File: config.mk
export PLATFORM = sky130hd
export DESIGN_NAME = fsk_byte_framer
export DESIGN_NICKNAME = d
export VERILOG_FILES = /design/src/rtl/fskf_pkg.sv /design/src/rtl/fskf_bitclk.sv /design/src/rtl/fskf_queue.sv /design/src/rtl/fskf_seq.sv /design/src/rtl/fsk_byte_framer.sv
export SDC_FILE = /design/constraint.sdc
export NUM_CORES = 1
export LEC_CHECK = 0
export BUFFER_PORTS_ARGS = -buffer_cell sky130_fd_sc_hd__buf_4
export CAP_MARGIN = 5
export CORE_MARGIN = 2
export CORE_UTILIZATION = 65
export CTS_BUF_LIST = sky130_fd_sc_hd__clkbuf_8 sky130_fd_sc_hd__clkbuf_16
export DETAILED_ROUTE_END_ITERATION = 16
export GPL_TIMING_DRIVEN = 0
export PLACE_DENSITY_LB_ADDON = 0.15
export SLEW_MARGIN = 20
export SYNTH_ARGS = -nofsm -noshare
export SYNTH_HDL_FRONTEND = slang
export SYNTH_HIERARCHICAL = 1
export SYNTH_SLANG_ARGS = --single-unit
File: constraint.sdc
create_clock -name clk -period 5.4 [get_ports clk]
set_clock_uncertainty 0.1 [all_clocks]
set_input_delay 0.27 -clock clk [delete_from_list [all_inputs] [get_ports clk]]
set_output_delay 0.27 -clock clk [all_outputs]
set_load 0.01 [all_outputs]
File: src/rtl/fskf_pkg.sv
package fskf_pkg;

    localparam int unsigned BYTE_W  = 8;
    localparam int unsigned FRAME_W = BYTE_W + 2;
    localparam int unsigned IDX_W   = $clog2(FRAME_W);

    localparam logic MARK  = 1'b1;
    localparam logic SPACE = 1'b0;

    typedef logic [BYTE_W-1:0]  byte_t;
    typedef logic [FRAME_W-1:0] frame_bits_t;

    // Frame in flight: remaining bits shift toward bit 0
    typedef struct packed {
        logic             busy;
        logic [IDX_W-1:0] idx;
        frame_bits_t      shreg;
    } frame_t;

    // Registered line state presented at the outputs
    typedef struct packed {
        logic active;
        logic ser;
        logic stb;
    } line_t;

    // Start bit in position 0, stop bit at the top
    function automatic frame_bits_t build_frame(input byte_t b);
        return {MARK, b, SPACE};
    endfunction

endpackage

File: src/rtl/fskf_bitclk.sv
module fskf_bitclk #(
    parameter int unsigned TICK_HZ = 8000,
    parameter int unsigned BAUD    = 1200
) (
    input  logic clk,
    input  logic rst,
    input  logic run_i,
    input  logic tick_i,
    output logic bound_o
);

    localparam int unsigned ACC_W = $clog2(TICK_HZ + BAUD + 1);

    logic [ACC_W-1:0] acc_q;
    logic [ACC_W-1:0] sum;

    assign sum     = acc_q + ACC_W'(BAUD);
    assign bound_o = run_i && tick_i && (sum >= ACC_W'(TICK_HZ));

    always_ff @(posedge clk) begin
        if (rst || !run_i) begin
            acc_q <= '0;
        end else if (tick_i) begin
            acc_q <= bound_o ? (sum - ACC_W'(TICK_HZ)) : sum;
        end
    end


    acc_range_chk: assert property (@(posedge clk) disable iff (rst)
        acc_q < ACC_W'(TICK_HZ));


    idle_acc_chk: assert property (@(posedge clk) disable iff (rst)
        !run_i |=> acc_q == '0);

endmodule

File: src/rtl/fskf_queue.sv
module fskf_queue
    import fskf_pkg::*;
#(
    parameter int unsigned DEPTH = 3
) (
    input  logic  clk,
    input  logic  rst,
    input  logic  push_i,
    input  logic  pop_i,
    input  byte_t din_i,
    output byte_t dout_o,
    output logic  full_o,
    output logic  empty_o
);

    localparam int unsigned PTR_W = (DEPTH > 1) ? $clog2(DEPTH) : 1;
    localparam int unsigned CNT_W = $clog2(DEPTH + 1);

    byte_t            mem_q [DEPTH];
    logic [PTR_W-1:0] wr_q;
    logic [PTR_W-1:0] rd_q;
    logic [CNT_W-1:0] cnt_q;

    function automatic logic [PTR_W-1:0] ptr_next(input logic [PTR_W-1:0] p);
        return (p == PTR_W'(DEPTH - 1)) ? '0 : p + 1'b1;
    endfunction

    always_ff @(posedge clk) begin
        if (push_i) begin
            mem_q[wr_q] <= din_i;
        end
    end

    always_ff @(posedge clk) begin
        if (rst) begin
            wr_q  <= '0;
            rd_q  <= '0;
            cnt_q <= '0;
        end else begin
            if (push_i) wr_q <= ptr_next(wr_q);
            if (pop_i)  rd_q <= ptr_next(rd_q);
            cnt_q <= cnt_q + CNT_W'(push_i) - CNT_W'(pop_i);
        end
    end

    assign dout_o  = mem_q[rd_q];
    assign full_o  = (cnt_q == CNT_W'(DEPTH));
    assign empty_o = (cnt_q == '0);


    no_overflow_chk: assert property (@(posedge clk) disable iff (rst)
        push_i |-> !full_o);


    no_underflow_chk: assert property (@(posedge clk) disable iff (rst)
        pop_i |-> !empty_o);

endmodule

File: src/rtl/fskf_seq.sv
module fskf_seq
    import fskf_pkg::*;
(
    input  logic  clk,
    input  logic  rst,
    input  logic  en_i,
    input  logic  bound_i,
    input  logic  q_empty_i,
    input  byte_t q_data_i,
    output logic  pop_o,
    output logic  ser_o,
    output logic  bit_stb_o,
    output logic  active_o
);

    frame_t fr_q, fr_d;
    line_t  ln_q, ln_d;

    always_comb begin
        fr_d     = fr_q;
        ln_d     = ln_q;
        ln_d.stb = 1'b0;
        pop_o    = 1'b0;
        if (!ln_q.active) begin
            fr_d     = '0;
            ln_d.ser = MARK;
            if (en_i) ln_d.active = 1'b1;
        end else if (bound_i) begin
            if (fr_q.busy && fr_q.idx != IDX_W'(FRAME_W - 1)) begin
                // next bit of the current frame
                fr_d.idx   = fr_q.idx + 1'b1;
                fr_d.shreg = fr_q.shreg >> 1;
                ln_d.ser   = fr_q.shreg[1];
                ln_d.stb   = 1'b1;
            end else if (!q_empty_i) begin
                // open the next frame straight after the stop bit or idle mark
                pop_o      = 1'b1;
                fr_d.busy  = 1'b1;
                fr_d.idx   = '0;
                fr_d.shreg = build_frame(q_data_i);
                ln_d.ser   = fr_d.shreg[0];
                ln_d.stb   = 1'b1;
            end else if (en_i) begin
                fr_d     = '0;
                ln_d.ser = MARK;
                ln_d.stb = 1'b1;
            end else begin
                fr_d        = '0;
                ln_d.active = 1'b0;
                ln_d.ser    = MARK;
            end
        end
    end

    always_ff @(posedge clk) begin
        if (rst) begin
            fr_q <= '0;
            ln_q <= '{active: 1'b0, ser: MARK, stb: 1'b0};
        end else begin
            fr_q <= fr_d;
            ln_q <= ln_d;
        end
    end

    assign ser_o     = ln_q.ser;
    assign bit_stb_o = ln_q.stb;
    assign active_o  = ln_q.active;


    wake_chk: assert property (@(posedge clk) disable iff (rst)
        !ln_q.active && en_i |=> ln_q.active && ln_q.ser);


    stopped_mark_chk: assert property (@(posedge clk) disable iff (rst)
        !ln_q.active |-> ln_q.ser && !ln_q.stb);


    start_space_chk: assert property (@(posedge clk) disable iff (rst)
        pop_o |=> !ln_q.ser && ln_q.stb);


    halt_empty_chk: assert property (@(posedge clk) disable iff (rst)
        $fell(ln_q.active) |-> $past(q_empty_i) && !$past(en_i));


    hold_between_chk: assert property (@(posedge clk) disable iff (rst)
        ln_q.active && $past(ln_q.active) && !ln_q.stb |-> $stable(ln_q.ser));

endmodule

File: src/rtl/fsk_byte_framer.sv
module fsk_byte_framer
    import fskf_pkg::*;
#(
    parameter int unsigned TICK_HZ   = 8000,
    parameter int unsigned BAUD      = 1200,
    parameter int unsigned BUF_DEPTH = 3
) (
    input  logic       clk,
    input  logic       rst,
    input  logic       en_i,
    input  logic       sample_tick_i,
    input  logic       data_wr_i,
    input  logic [7:0] data_i,
    input  logic       flag_set_i,
    output logic       flag_o,
    output logic       ser_o,
    output logic       bit_stb_o,
    output logic       active_o
);

    byte_t hold_q;
    logic  flag_q;
    logic  xfer;
    logic  q_full;
    logic  q_empty;
    logic  q_pop;
    logic  bound;
    byte_t q_data;

    assign xfer = flag_q && en_i && active_o && !q_full;

    always_ff @(posedge clk) begin
        if (rst) begin
            hold_q <= '0;
            flag_q <= 1'b0;
        end else begin
            if (data_wr_i) hold_q <= data_i;
            flag_q <= flag_set_i | (flag_q & ~xfer);
        end
    end

    assign flag_o = flag_q;

    fskf_bitclk #(
        .TICK_HZ (TICK_HZ),
        .BAUD    (BAUD)
    ) u_bitclk (
        .clk     (clk),
        .rst     (rst),
        .run_i   (active_o),
        .tick_i  (sample_tick_i),
        .bound_o (bound)
    );

    fskf_queue #(
        .DEPTH (BUF_DEPTH)
    ) u_queue (
        .clk     (clk),
        .rst     (rst),
        .push_i  (xfer),
        .pop_i   (q_pop),
        .din_i   (hold_q),
        .dout_o  (q_data),
        .full_o  (q_full),
        .empty_o (q_empty)
    );

    fskf_seq u_seq (
        .clk       (clk),
        .rst       (rst),
        .en_i      (en_i),
        .bound_i   (bound),
        .q_empty_i (q_empty),
        .q_data_i  (q_data),
        .pop_o     (q_pop),
        .ser_o     (ser_o),
        .bit_stb_o (bit_stb_o),
        .active_o  (active_o)
    );


    flag_park_chk: assert property (@(posedge clk) disable iff (rst)
        flag_q && !en_i |=> flag_q);


    flag_wait_chk: assert property (@(posedge clk) disable iff (rst)
        flag_q && q_full && !q_pop |=> flag_q);


    flag_clear_chk: assert property (@(posedge clk) disable iff (rst)
        $fell(flag_q) |-> $past(en_i) && !$past(q_full));

endmodule

==> flow_metrics.py <==
metrics = {
    "final_layout": {
        "multi_input_comb_area_um2": 1659,
        "fin_nets": 401,
        "syn_to_final_growth_pct": 12.26,
        "area.sequential_um2": 1602,
        "n_antenna_cell": 0,
        "final_cell_mix": "dfxtp_1, nand2_1, edfxtp_1, nor2_1, inv_1",
        "final_core_util_pct": 75.58,
        "fillers": 362,
        "final_common_cell": "dfxtp_1",
        "drive_gt1_share_pct": 13.80,
        "final_cell_count_no_fill": 454,
    },
    "pwr": {
        "irDropWorstVdd_mv": 0.2259,
        "power_mw": 1.058,
        "leakage_nw": 1.463,
        "power_density_nw_per_um2": 274.2,
    },
    "route": {
        "vias_per_cell": 5.907,
        "vias": 2682,
        "drt_iter0_markers": 188,
        "wl_um": 6796,
        "first_pass_iters": 5,
        "wl_per_cell_um": 14.97,
        "drc": 0,
        "ant_nets": 0,
    },
    "global_route": {
        "grt_pass1_vias": 2482,
        "grt_max_degree": 13,
        "grt_pass1_wl_um": 11270,
        "grtUsageTotal_pct": 24.36,
        "antenna_found_initial": 0,
        "gr-total-overflow": 0,
    },
    "worst_setup_path": {
        "crit_arrival_ns": 4.33,
        "cp_cell_sequence": "inv_1, ha_1, nand2b_1, a211o_1, a211o_1, a221oi_4, a21oi_2, inv_1, clkbuf_1, nor2b_1, and3_1, ha_1, inv_1, ha_1, xnor3_1, nor2_1",
        "worst_path_max_delay_cell": "dfxtp_1",
        "crit_buf_inv": 4,
        "endpoint_kind": "flip-flop",
        "rrSetupSlack_ns": 1.25,
        "crit_family": "compound AO/OA/AOI/OAI gates",
        "worstPathMaxFanout": 10,
        "worstSetupPathType": "flip-flop to flip-flop",
        "critPathLaunchType": "flip-flop",
        "required_ns": 5.58,
        "max_stage_delay_ns": 0.45,
    },
    "timing": {
        "max_freq_ghz": 0.2407,
        "finalMaxSlewViolations": 0,
        "min_period_ns": 4.154,
        "fin_hold_ws_ns": 0.06903,
        "setup_viol": 0,
        "maxSlewHeadroom_pct": 45.25,
        "rsz0062_at_grt": "false",
        "finalCritPeriodShare_pct": 76.93,
        "setup_tns_ns": 0,
        "hold_viol": 0,
        "worstMarginPinSlew_ns": 0.8157,
    },
    "logic_synthesis": {
        "synth_area_leader_cell": "dfxtp_1",
        "ys_async_sr_fraction_pct": 0,
        "synthesis.nets": 374,
        "syn_inst": 352,
        "synth-xor-area-share_pct": 2.693,
        "synth-main-ff-cell": "dfxtp_1",
        "ys_ff_latch": 68,
        "synth-compound-area-share_pct": 18.74,
        "ys_top_cells_by_area": "dfxtp_1, edfxtp_1, mux2i_1",
        "synthAdderAreaFrac_pct": 2.911,
        "synth_top_family_by_area": "simple AND/OR/NAND/NOR gates",
        "avgSynthCellArea_um2": 9.768,
        "synth_top_area_share_pct": 25.62,
        "synthesis.area_um2": 3438,
        "synth-simple-area-share_pct": 18.92,
        "synth_mux_area_share_pct": 4.985,
        "ys_seq_area_share_pct": 46.58,
        "synth_edf_count": 24,
        "synth_cell_types": 64,
        "yosys_warnings": 6,
    },
    "clock_network": {
        "clkTransAtPathRegs_ns": 0.08,
        "cts_buffers": 9,
        "ctsResizeCount": 0,
        "ctsHoldBuffers": 0,
        "cts-root-buf": "clkbuf_8",
        "clock_latency_ns": 0.33,
        "cts_tree": "done",
        "clockBufferDepth": 2,
        "htreeDepth": 3,
        "post_cts_buffers": 0,
        "cts_sinks": 68,
    },
    "die": {
        "row_count": 26,
        "core_um2": 5107,
        "die_width_um": 76.73,
        "die_area_um2": 5887,
        "initial_core_util_pct": 67.32,
        "ios": 18,
        "die_h_um": 76.73,
    },
    "place": {
        "place_hpwl_um": 4793,
        "place.gp.congestion": 0.8922,
        "placed_cells": 438,
        "port_buffers": 16,
    },
    "min_path": {
        "hold_class": "primary input to flip-flop",
    },
    "status": {
        "status": "completed",
    },
    "flow_run": {
        "max_cap_viol_count": 0,
    },
}
## synthesized netlist by cell type, types with 4 or more instances
| cell | instances |
|---|---|
| or4_1 | 6 |
| nand2_1 | 29 |
| o21ai_0 | 15 |
| edfxtp_1 | 24 |
| buf_2 | 6 |
| o211a_1 | 4 |
| a21oi_1 | 14 |
| nand4b_1 | 4 |
| a311oi_1 | 4 |
| nand4_1 | 4 |
| nand2b_1 | 12 |
| o211ai_1 | 5 |
| o21ai_1 | 13 |
| dfxtp_1 | 44 |
| nor2_1 | 23 |
| mux2i_1 | 16 |
| nand3_1 | 12 |
| nor2b_1 | 8 |
| inv_1 | 19 |
| clkbuf_1 | 8 |
| nand3b_1 | 4 |
| xnor2_1 | 7 |
| a211oi_1 | 4 |
| a31oi_1 | 9 |
| ha_1 | 8 |
## where the power goes
part | switching, mW | internal (mW)
Combinational | 0.0324 | 0.0266
Clock | 0.195 | 0.258
Sequential | 0.00845 | 0.538
## kinds of logic (layout without fill, tap and decap cells)
kind of cell               Yosys count  after routing
and+or+nand+nor                    119            119
DFF                                 68             68
xor gates and xnor gates             9              9
AOI/OAI and AO/OA                   92             92
muxes                               17             17
buffers and inverters               39             71
adders and majority gates            8              8
## metrics by stage
step	instance area, um2	setup WS, ns
finish	3860	1.246
global route	3860	0.9623
CTS	3860	1.302
detailed placement	3646	1.339
global placement	3646	1.369
floorplan	3438	1.861
## final cells by class
cell class	instances	area share, %
Clock inverter	7	2.334
Inverter	21	2.042
Sequential cell	68	41.49
Buffer	18	2.561
Timing Repair Buffer	16	3.112
Multi-Input combinational cell	245	42.98
Clock buffer	9	3.209
Tap cell	70	2.269
## path summary, 6_finish.rpt
| kind | start | endpoint | cells after the start |
|---|---|---|---|
| max | u_bitclk/acc_q[4] | u_queue/cnt_q[1] | 16 |
| min | data_i[4] | hold_q[4] | 3 |
| max reg2reg | u_bitclk/acc_q[4] | u_queue/cnt_q[1] | 16 |
| min reg2reg | u_seq/fr_q[9] | u_seq/fr_q[9] | 2 |
## tightest hold or removal path, delay by kind of cell
family	cells	cell delay, ns
buffers and inverters	1	0.07
and+or+nand+nor	1	0.07
muxes	1	0.05
## sequential cells by signal (all words and copies together), names as in the netlist, named ones only
name / count
u_seq/fr_q: 14
flag_o: 1
u_bitclk/acc_q: 10
u_queue/rd_q: 2
u_seq/bit_stb_o: 1
hold_q: 8
u_queue/mem_q: 24
u_seq/ser_o: 1
u_queue/wr_q: 2
u_queue/cnt_q: 2
u_seq/active_o: 1
## routing by layer
layer  vias up  GRT usage, %  part of all wire (%)
met5         -             0                     0
met4         0         8.909                   1.2
met3        10         6.353                   4.4
met2        84         40.26                    50
met1      1238         30.89                    45
li1       1350             -                     -
Note: power is estimated with default switching activity, not from simulation.
